## config.mk

```make
export PLATFORM = sky130hd
export DESIGN_NAME = alarm_cmp_top
export DESIGN_NICKNAME = d
export VERILOG_FILES = /design/src/rtl/alarm_pkg.sv /design/src/rtl/alarm_chan.sv /design/src/rtl/alarm_irq.sv /design/src/rtl/alarm_rdmux.sv /design/src/rtl/alarm_cmp_top.sv
export SDC_FILE = /design/constraint.sdc
export NUM_CORES = 2
export LEC_CHECK = 0
export ABC_AREA = 1
export BUFFER_PORTS_ARGS = -buffer_cell sky130_fd_sc_hd__buf_2
export CORE_MARGIN = 5
export CORE_UTILIZATION = 35
export CTS_CLUSTER_SIZE = 25
export DETAILED_ROUTE_END_ITERATION = 10
export PLACE_DENSITY = 0.56
export SETUP_SLACK_MARGIN = 0.2
export SYNTH_ARGS = -nofsm -noshare
export SYNTH_HDL_FRONTEND = slang
export SYNTH_HIERARCHICAL = 1
export SYNTH_SLANG_ARGS = --single-unit
```

## constraint.sdc

```tcl
create_clock -name clk -period 4.2 [get_ports clk]
set_input_delay 0.42 -clock clk [delete_from_list [all_inputs] [get_ports clk]]
set_output_delay 0.42 -clock clk [all_outputs]
set_load 0.03 [all_outputs]
```

## src/rtl/alarm_pkg.sv

```systemverilog
package alarm_pkg;
  // word addresses of the common registers
  localparam int ADR_WORK_EN  = 0;
  localparam int ADR_INT_EN   = 1;
  localparam int ADR_RAW      = 2;
  localparam int ADR_CLR      = 3;
  localparam int ADR_STATUS   = 4;
  // per-channel window: 4 words each
  localparam int ADR_CH_BASE  = 8;
  localparam int CH_STRIDE    = 4;
  localparam int OFS_TLO      = 0;
  localparam int OFS_THI      = 1;
  localparam int OFS_CFG      = 2;
  localparam int OFS_COMMIT   = 3;
  // effective target readback: 2 words per channel
  localparam int ADR_EFF_BASE = 32;
  // config word bit positions
  localparam int CFG_MODE_BIT = 30;
  localparam int CFG_SEL_BIT  = 31;
endpackage

```

## src/rtl/alarm_chan.sv

```systemverilog
module alarm_chan
  import alarm_pkg::*;
#(
  parameter int CNT_W = 52,
  parameter int PER_W = 26
) (
  input  logic             clk,
  input  logic             rst,
  input  logic             wr_lo,
  input  logic             wr_hi,
  input  logic             wr_cfg,
  input  logic             commit,
  input  logic [31:0]      wr_data,
  input  logic             work_en,
  input  logic [CNT_W-1:0] cnt_a,
  input  logic [CNT_W-1:0] cnt_b,
  output logic             hit,
  output logic [CNT_W-1:0] eff,
  output logic [31:0]      sh_lo,
  output logic [31:0]      sh_hi,
  output logic [31:0]      sh_cfg
);
  localparam int HI_W = CNT_W - 32;

  // shadow copy, written by software
  logic [31:0]      tlo_q;
  logic [HI_W-1:0]  thi_q;
  logic [PER_W-1:0] per_sh_q;
  logic             mode_sh_q, sel_sh_q;
  // active copy, loaded on commit
  logic [PER_W-1:0] per_q;
  logic             mode_q, sel_q, armed_q;
  logic [CNT_W-1:0] eff_q;

  logic [CNT_W-1:0] cnt_now, cnt_cmt;
  logic             hit_c;

  assign cnt_now = sel_q    ? cnt_b : cnt_a;
  assign cnt_cmt = sel_sh_q ? cnt_b : cnt_a;
  assign hit_c   = armed_q && work_en && !commit && (cnt_now >= eff_q);

  always_ff @(posedge clk) begin
    if (rst) begin
      tlo_q     <= '0;
      thi_q     <= '0;
      per_sh_q  <= '0;
      mode_sh_q <= 1'b0;
      sel_sh_q  <= 1'b0;
      per_q     <= '0;
      mode_q    <= 1'b0;
      sel_q     <= 1'b0;
      armed_q   <= 1'b0;
      eff_q     <= '0;
    end else begin
      if (wr_lo) tlo_q <= wr_data;
      if (wr_hi) thi_q <= wr_data[HI_W-1:0];
      if (wr_cfg) begin
        per_sh_q  <= wr_data[PER_W-1:0];
        mode_sh_q <= wr_data[CFG_MODE_BIT];
        sel_sh_q  <= wr_data[CFG_SEL_BIT];
      end
      if (commit) begin
        per_q   <= per_sh_q;
        mode_q  <= mode_sh_q;
        sel_q   <= sel_sh_q;
        armed_q <= 1'b1;
        eff_q   <= mode_sh_q ? (cnt_cmt + CNT_W'(per_sh_q)) : {thi_q, tlo_q};
      end else if (hit_c) begin
        if (mode_q) eff_q   <= eff_q + CNT_W'(per_q);
        else        armed_q <= 1'b0;
      end
    end
  end

  always_comb begin
    sh_cfg               = '0;
    sh_cfg[PER_W-1:0]    = per_sh_q;
    sh_cfg[CFG_MODE_BIT] = mode_sh_q;
    sh_cfg[CFG_SEL_BIT]  = sel_sh_q;
  end

  assign sh_lo = tlo_q;
  assign sh_hi = 32'(thi_q);
  assign hit   = hit_c;
  assign eff   = eff_q;

  // an absolute commit loads the shadow target
  p_commit_abs_r3: assert property (@(posedge clk) disable iff (rst)
    commit && !mode_sh_q |=> eff_q == $past({thi_q, tlo_q}));
  // a one-shot channel cannot fire on two consecutive cycles without a commit
  p_oneshot_once_r3: assert property (@(posedge clk) disable iff (rst)
    hit && !mode_q |=> !hit);
  // a periodic match advances the target by exactly one period
  p_rearm_r4: assert property (@(posedge clk) disable iff (rst)
    hit && mode_q |=> (eff_q - $past(eff_q)) == CNT_W'($past(per_q)));
  // a disabled channel never fires
  p_gate_r6: assert property (@(posedge clk) disable iff (rst)
    !work_en |-> !hit);
endmodule

```

## src/rtl/alarm_irq.sv

```systemverilog
module alarm_irq #(
  parameter int NUM_CH = 3
) (
  input  logic              clk,
  input  logic              rst,
  input  logic              wr_ena,
  input  logic              wr_clr,
  input  logic [NUM_CH-1:0] wr_bits,
  input  logic [NUM_CH-1:0] hit,
  output logic [NUM_CH-1:0] raw,
  output logic [NUM_CH-1:0] ena,
  output logic              irq
);
  logic [NUM_CH-1:0] raw_q, ena_q, raw_n, ena_n, clr;
  logic              irq_q;

  assign clr   = wr_clr ? wr_bits : '0;
  assign raw_n = (raw_q & ~clr) | hit;   // set wins over clear
  assign ena_n = wr_ena ? wr_bits : ena_q;

  always_ff @(posedge clk) begin
    if (rst) begin
      raw_q <= '0;
      ena_q <= '0;
      irq_q <= 1'b0;
    end else begin
      raw_q <= raw_n;
      ena_q <= ena_n;
      irq_q <= |(raw_n & ena_n);
    end
  end

  assign raw = raw_q;
  assign ena = ena_q;
  assign irq = irq_q;

  for (genvar c = 0; c < NUM_CH; c++) begin : g_chk
    // a match always lands in the raw bit
    p_set_r7: assert property (@(posedge clk) disable iff (rst)
      hit[c] |=> raw_q[c]);
    // a clear without a match empties the raw bit
    p_clr_r7: assert property (@(posedge clk) disable iff (rst)
      wr_clr && wr_bits[c] && !hit[c] |=> !raw_q[c]);
  end
  // the line tracks the masked raw bits
  p_irq_r8: assert property (@(posedge clk) disable iff (rst)
    irq_q == |(raw_q & ena_q));
endmodule

```

## src/rtl/alarm_rdmux.sv

```systemverilog
module alarm_rdmux
  import alarm_pkg::*;
#(
  parameter int NUM_CH = 3,
  parameter int CNT_W  = 52,
  parameter int ADDR_W = 6
) (
  input  logic                         clk,
  input  logic                         rst,
  input  logic [ADDR_W-1:0]            rd_addr,
  input  logic [NUM_CH-1:0]            work_en,
  input  logic [NUM_CH-1:0]            raw,
  input  logic [NUM_CH-1:0]            ena,
  input  logic [NUM_CH-1:0][CNT_W-1:0] eff,
  input  logic [NUM_CH-1:0][31:0]      sh_lo,
  input  logic [NUM_CH-1:0][31:0]      sh_hi,
  input  logic [NUM_CH-1:0][31:0]      sh_cfg,
  output logic [31:0]                  rd_data
);
  localparam int HI_W = CNT_W - 32;
  logic [31:0] rd_n, rd_q;

  always_comb begin
    rd_n = '0;
    if (rd_addr == ADDR_W'(ADR_WORK_EN)) rd_n = 32'(work_en);
    if (rd_addr == ADDR_W'(ADR_INT_EN))  rd_n = 32'(ena);
    if (rd_addr == ADDR_W'(ADR_RAW))     rd_n = 32'(raw);
    if (rd_addr == ADDR_W'(ADR_STATUS))  rd_n = 32'(raw & ena);
    for (int c = 0; c < NUM_CH; c++) begin
      if (rd_addr == ADDR_W'(ADR_CH_BASE + CH_STRIDE*c + OFS_TLO)) rd_n = sh_lo[c];
      if (rd_addr == ADDR_W'(ADR_CH_BASE + CH_STRIDE*c + OFS_THI)) rd_n = sh_hi[c];
      if (rd_addr == ADDR_W'(ADR_CH_BASE + CH_STRIDE*c + OFS_CFG)) rd_n = sh_cfg[c];
      if (rd_addr == ADDR_W'(ADR_EFF_BASE + 2*c))     rd_n = eff[c][31:0];
      if (rd_addr == ADDR_W'(ADR_EFF_BASE + 2*c + 1)) rd_n = 32'(eff[c][CNT_W-1:32]);
    end
  end

  always_ff @(posedge clk) begin
    if (rst) rd_q <= '0;
    else     rd_q <= rd_n;
  end

  assign rd_data = rd_q;

  // the high readback word never shows bits above the counter width
  p_hi_zero_r9: assert property (@(posedge clk) disable iff (rst)
    $past(rd_addr) == ADDR_W'(ADR_EFF_BASE + 1) |-> rd_q[31:HI_W] == '0);
endmodule

```

## src/rtl/alarm_cmp_top.sv

```systemverilog
module alarm_cmp_top
  import alarm_pkg::*;
#(
  parameter int NUM_CH = 3,
  parameter int CNT_W  = 52,
  parameter int PER_W  = 26,
  parameter int ADDR_W = 6
) (
  input  logic             clk,
  input  logic             rst,
  input  logic [CNT_W-1:0] cnt_a,
  input  logic [CNT_W-1:0] cnt_b,
  input  logic             wr_en,
  input  logic [ADDR_W-1:0] wr_addr,
  input  logic [31:0]      wr_data,
  input  logic [ADDR_W-1:0] rd_addr,
  output logic [31:0]      rd_data,
  output logic             irq
);
  logic [NUM_CH-1:0]            work_en_q, hit, raw, ena;
  logic [NUM_CH-1:0][CNT_W-1:0] eff;
  logic [NUM_CH-1:0][31:0]      sh_lo, sh_hi, sh_cfg;

  always_ff @(posedge clk) begin
    if (rst) work_en_q <= '0;
    else if (wr_en && wr_addr == ADDR_W'(ADR_WORK_EN)) work_en_q <= wr_data[NUM_CH-1:0];
  end

  for (genvar c = 0; c < NUM_CH; c++) begin : g_ch
    localparam int BASE = ADR_CH_BASE + CH_STRIDE*c;
    logic wr_lo, wr_hi, wr_cfg, commit;
    assign wr_lo  = wr_en && wr_addr == ADDR_W'(BASE + OFS_TLO);
    assign wr_hi  = wr_en && wr_addr == ADDR_W'(BASE + OFS_THI);
    assign wr_cfg = wr_en && wr_addr == ADDR_W'(BASE + OFS_CFG);
    assign commit = wr_en && wr_addr == ADDR_W'(BASE + OFS_COMMIT);

    alarm_chan #(.CNT_W(CNT_W), .PER_W(PER_W)) i_chan (
      .clk(clk), .rst(rst),
      .wr_lo(wr_lo), .wr_hi(wr_hi), .wr_cfg(wr_cfg), .commit(commit),
      .wr_data(wr_data), .work_en(work_en_q[c]),
      .cnt_a(cnt_a), .cnt_b(cnt_b),
      .hit(hit[c]), .eff(eff[c]),
      .sh_lo(sh_lo[c]), .sh_hi(sh_hi[c]), .sh_cfg(sh_cfg[c])
    );
  end

  alarm_irq #(.NUM_CH(NUM_CH)) i_irq (
    .clk(clk), .rst(rst),
    .wr_ena(wr_en && wr_addr == ADDR_W'(ADR_INT_EN)),
    .wr_clr(wr_en && wr_addr == ADDR_W'(ADR_CLR)),
    .wr_bits(wr_data[NUM_CH-1:0]),
    .hit(hit), .raw(raw), .ena(ena), .irq(irq)
  );

  alarm_rdmux #(.NUM_CH(NUM_CH), .CNT_W(CNT_W), .ADDR_W(ADDR_W)) i_rdmux (
    .clk(clk), .rst(rst), .rd_addr(rd_addr),
    .work_en(work_en_q), .raw(raw), .ena(ena), .eff(eff),
    .sh_lo(sh_lo), .sh_hi(sh_hi), .sh_cfg(sh_cfg),
    .rd_data(rd_data)
  );

  // nothing is pending straight after reset
  p_reset_r1: assert property (@(posedge clk)
    $past(rst) |-> raw == '0 && !irq);
endmodule

```

* Word-level counts from Yosys, hierarchy flattened *
Cells that the tools add are included.

storage, ports and cells
  flip-flop bits (word level) = 525
  output and inout port bits = 33
  word-level logic and storage cells = 176

cells by class
  reduce and logical (&&, ||, !) cells = 43
  bitwise gates (word level) = 5
  magnitude comparators = 3
  $add $sub $neg = 6
  mux-type cells = 48
  equality and inequality tests = 35

operator list
  operator              count
  $mux W52              18
  $mux W32              15
  $add A52 B26 Y52      6
  $ge A52 B52 Y1        3
  $eq A6 B4 Y1 const B  14
  $eq A6 B5 Y1 const B  7
  $eq A6 B6 Y1 const B  6
  $logic_and A1 B1 Y1   24
  $mux W20              1
  $mux W3               5
  $eq A6 B1 Y1 const B  2
  $eq A6 B2 Y1 const B  2
  $logic_not A6 Y1      2
  $reduce_and A2 Y1     6
  $reduce_bool A2 Y1    6
  $and A3 B3 Y3         3
  $mux W1               9
  $eq A6 B3 Y1 const B  1
  $ne A2 B1 Y1 const B  3
  $logic_not A1 Y1      3
  $not A3 Y3            1
  $or A3 B3 Y3          1
  $reduce_or A3 Y1      1
  $reduce_or A2 Y1      1

* Depth between registers and ports, before layout *
  word-level depth = 20
  depth in mapped cells = 26
  depth with buffers taken out = 22

* Modules after synthesis *
Netlist, hierarchy kept.

modules (own cells, without submodules)
  module                        area an instance (um2)  cells each  instances
  alarm_chan at g_ch[2].i_chan  15831.4                 2933        1
  alarm_chan at g_ch[0].i_chan  15772.6                 2881        1
  alarm_chan at g_ch[1].i_chan  15750.1                 2923        1
  alarm_rdmux                   4162.7                  831         1
  alarm_cmp_top                 300.3                   58          1
  alarm_irq                     275.3                   41          1

* Least setup slack after synthesis *
OpenSTA, ideal clock, no wires.

  path type = flip-flop to flip-flop
  from = reg g_ch[0].i_chan.sel_sh_q
  to = reg g_ch[0].i_chan.eff_q[48]
  slack = 1.121 ns
  stages on the path, launching flop included = 25
  buffers on the path = 5
  arrival = 2.968 ns
  data required time = 4.088 ns
  clock period less this slack = 3.079 ns
  setup time = 0.112 ns
  cells stage by stage = dfxtp_1 > buf_6 > buf_12 > buf_6 > buf_2 > clkbuf_1 > nand2_1 > o21ai_0 > ha_1 > inv_1 > fa_1 > inv_1 > nand3_1 > nand3_1 > nand2_1 > nand2_1 > nand2_1 > nand2_1 > nand3_1 > nand3b_1 > nand3_1 > nand2_1 > nand2_1 > nor2_1 > nor2_1

on the way
  cells in the longest elaborated chain, start to end = 4

ends and longest elaborated chain
  element                 line              source
  start, declared         alarm_chan.sv:29  logic mode_sh_q, sel_sh_q;
  start signal, assigned  alarm_chan.sv:60  sel_sh_q <= wr_data[CFG_SEL_BIT];
  $mux W52                alarm_chan.sv:39  assign cnt_cmt = sel_sh_q ? cnt_b : cnt_a;
  $add A52 B26 Y52        alarm_chan.sv:67  eff_q <= mode_sh_q ? (cnt_cmt + CNT_W'(per_sh_q)) : {thi_q, tlo_q};
  $mux W52                alarm_chan.sv:67
  $mux W52                alarm_chan.sv:62  if (commit) begin
  end signal, assigned    alarm_chan.sv:67
  end signal, assigned    alarm_chan.sv:69  if (mode_q) eff_q <= eff_q + CNT_W'(per_q);
  end, declared           alarm_chan.sv:33  logic [CNT_W-1:0] eff_q;

Every way passes these cells.
A chain may end at the register's enable or synchronous reset.

* Worst setup path after layout *
  from = reg g_ch[0].i_chan.sel_sh_q
  to = reg g_ch[0].i_chan.eff_q[18]

The elaborated chain is that of the path after synthesis.

==> metrics.md <==
| Metric | Value |
|---|---|
| Grt ovf | 0 |
| Netlist cell types | 56 |
| DRC | 0 |
| Fillers | 16800 |
| Final instance area | 58600 µm² |
| PD cells | 238 nW/µm² |
| Minimum clock period | 3.92 ns |
| CTS H-tree lvls | 3 |
| Critical path endpoint category | register |
| Routability congestion estimate | around 1.1 |
| Post-route ant nets | 0 |
| Port Buffers | 183 |
| Clock buffer depth | 3 |
| Global-route wire length before repair | 478000 µm |
| Sum of negative setup slack | 0 ns |
| Max_cap viols | 1 |
| Worst hold path class | in2reg |
| Clk_skew | between 0.08 and 0.09 ns |
| Commonest non-fill, non-tap cell in the layout | nand2_1 |
| Slew margin rel. | 1.00% |
| # rows | 141 |
| Mapped Area | about 52000 µm² |
| Synth Warn # | 6 |
| Failing checks | max-capacitance violations |
| CTS tree | built |
| Area leader, netlist | nand2_1 |
| Core footprint | 148000 µm² |
| Vias after detailed routing | 68000 |
| Worst EP required | 4.87 ns |
| Clock transition at the registers of the reported paths | 0.06 ns |
| Yosys top cell area share | 22.4% |
| End of the worst hold path | g_ch[1].i_chan/sh_lo[26] |
| Final Util | ~40% |
| Largest net degree at the start of global routing | 90 |
| Clock root cell | clkbuf_16 |
| End of the worst register-to-register path | g_ch[0].i_chan/eff[18] |
| Routed wire length | 356000 µm |
| Crit-path max FO | 25 |
| Clock Latency Late Sink | 0.74 ns |
| Worst-Margin Slew | about 1.5 ns |
| Reg-to-reg slack, setup | 0.28 ns |
| Critical path arrival | 4.59 ns |
| I/O pin count | 184 |
| Fin crit share | 93.4% |
| Initial antenna violation count | 36 |
| Critical path class | reg2reg |
| Main flop type after synthesis | dfxtp_1 |
| Initial core utilization | 35.2% |
| DIE AREA | approximately 160000 µm² |
| Area after DPL | 56100 µm² |
| DP Wirelength | 294000 µm |
| CP Launch Type | register |
| Post-route insts no fill | 11800 |
| NumNets Final | 10300 |
| Status | finished with violations |
| Placed instance count | about 12000 |
| Seq/Total Area, Yosys | 20.2% |
| Hold Startpoint | wr_data[26] |
| Layout cells sized above 1 | under 10% |
| Worst hold path stage count | 3 |
| Overall routing resource usage | 43.3% |
| Chip height | 396 µm |
| Synth top area cells | nand2_1 (22%), dfxtp_1 (20%), nor2_1 (13%), inv_1 (8.2%), ha_1 (7.5%) |
| DR pass1 iterations | 8 |
| Vias in the first global route | roughly 59000 |
| Final setup viols | 0 |
| Area grow syn2layout | 12.5% |
| CTS buffer count | 71 |
| Vias per inst | around 5.7 |
| Lkg Pwr | 30.0 nW |
| TritonCTS Sinks | 525 |
| Syn Area/Cell | 5.39 µm² |
| Worst reg2reg path depth | 16 |
| Most frequent cells in the layout | nand2_1 (3108), nor2_1 (1752), inv_1 (1138), o21ai_0 (708), nand3_1 (671) |
| VDD IR max | 0.000306 V |
| Die Width | roughly 400 µm |
| Synth Register Bits | 525 |
| Hold Buf Count CTS | 0 |
| Drt wl/cell | 30.1 µm |
| Unrepaired setup endpoints after global routing | yes |
| FMAX | 255 MHz |
| Violation count after the first detailed-route iteration | 10400 |
| Final Max Tran Viols | 0 |
| Fraction of registers with async set/reset | 0% |
| Post-Syn Instances | a little under 10000 |
| EDFF count, synth | 0 |
| Fin. Hold Viols | 0 |
| Worst r2r src | g_ch[0].i_chan/sel_sh_q |
[cell families after synthesis]
| kind of cell | count (synthesis) | share of synthesized area, % |
|---|---|---|
| AO/OA/AOI/OAI | 1258 | 12.5 |
| other | 3 | 0.0216 |
| XOR/XNOR | 52 | 0.874 |
| flip-flops | 525 | 20.2 |
| AND/OR/NAND/NOR | 5933 | 46.4 |
| buffers and inverters | 1574 | 12.2 |
| adder cells (fa/ha/maj) | 318 | 7.72 |
| multiplexers | 4 | 0.0865 |
[report_power, final]
part,leakage (nW),internal (mW),switching (mW),total [mW]
clock,1.19,3.83,2.88,6.72
sequential,4.24,5.02,0.0716,5.09
combinational,24.5,0.527,1.59,2.11
[how the worst max path moves through the flow]
stage                                  startpoint                endpoint  slack, ns  cells past startpoint
after floorplan           g_ch[0].i_chan/sel_sh_q  g_ch[0].i_chan/eff[48]       1.12                     24
after global placement                   cnt_a[0]  g_ch[0].i_chan/eff[12]      -0.03                     17
after detailed placement                 cnt_a[0]  g_ch[0].i_chan/eff[42]      -0.05                     19
after CTS                 g_ch[0].i_chan/sel_sh_q  g_ch[0].i_chan/eff[42]       0.33                     18
after global routing      g_ch[0].i_chan/sel_sh_q  g_ch[0].i_chan/eff[42]       0.16                     18
final                     g_ch[0].i_chan/sel_sh_q  g_ch[0].i_chan/eff[18]       0.28                     16
[what timing repair did]
item,CTS,global route
setup endpoints to repair,1,70
cloned,0,0
buffers inserted,0,1
gates resized for setup,1,6
[critical path: stages, from the launching register on]
cell	delay, ns
dfxtp_4	0.57
nand2_1	0.08
o21ai_1	0.29
buf_4	0.20
ha_1	0.43
inv_1	0.11
fa_1	0.48
inv_1	0.12
nand3_1	0.09
nand3b_1	0.27
nand2_1	0.14
nand2_1	0.21
xor2_1	0.50
o21ai_0	0.15
nand2_1	0.09
nor2_1	0.04
nor2_1	0.08
[flip-flops by register name, summed over array words and instances (netlist names)]
| signal | cells |
|---|---|
| g_ch.i_chan/eff | 156 |
| g_ch.i_chan/sh_lo | 96 |
| g_ch.i_chan/per_q | 78 |
| g_ch.i_chan/per_sh_q | 78 |
| g_ch.i_chan/thi_q | 60 |
| i_rdmux/rd_data | 32 |
| g_ch.i_chan/armed_q | 3 |
| g_ch.i_chan/mode_q | 3 |
| g_ch.i_chan/mode_sh_q | 3 |
| g_ch.i_chan/sel_q | 3 |
| g_ch.i_chan/sel_sh_q | 3 |
| i_irq/ena | 3 |
| i_irq/raw | 3 |
| work_en_q | 3 |
| i_irq/irq | 1 |
[final cells by class]
cell class                 instances  area (µm²)  area share, %
multi-input combinational       7613       35400           60.5
sequential                       525       10500           18.0
inverter                        1174        4440           7.57
timing repair buffer             462        3280           5.60
tap                             1930        2410           4.12
clock buffer                      96        1960           3.35
clock inverter                    29         538          0.918
antenna                            4        10.0         0.0171
[Yosys cell counts, types with 9 or more instances]
library cell  number
a21oi_1          425
a32oi_1           11
buf_1             52
buf_2             47
buf_4             64
buf_6             17
clkbuf_1         218
dfxtp_1          525
ha_1             312
inv_1           1142
inv_2             25
nand2_1         3108
nand2_2           46
nand3_1          672
nand3b_1          19
nand4_1          128
nor2_1          1760
nor2_2            42
nor2_4            10
nor3_1            76
o21ai_0          711
o21ai_1           50
o21ai_2            9
o21bai_1           9
or2_2             25
xnor2_1           26
xor2_1            26
[metrics by stage]
stage          power (mW)  hold WS (ns)  worst slack, ns
2_1_floorplan        6.14         0.439             1.12
4_1_cts              13.9        0.0301            0.330
3_3_place_gp         7.20         0.460          -0.0307
5_1_grt              14.2        0.0765            0.156
6_report             13.9        0.0723            0.279
3_5_place_dp         7.20         0.464          -0.0527
[per-layer routing]
| layer | vias to the layer above | track usage (%) | wire length (µm) |
|---|---|---|---|
| met5 | - | 0 | 152 |
| met4 | 22 | 15.1 | 15500 |
| met3 | 579 | 18.2 | 55100 |
| met2 | 4477 | 56.4 | 130000 |
| met1 | 32200 | 62.5 | 155000 |
| li1 | 30700 | - | - |
(Power assumes the default switching activity.)
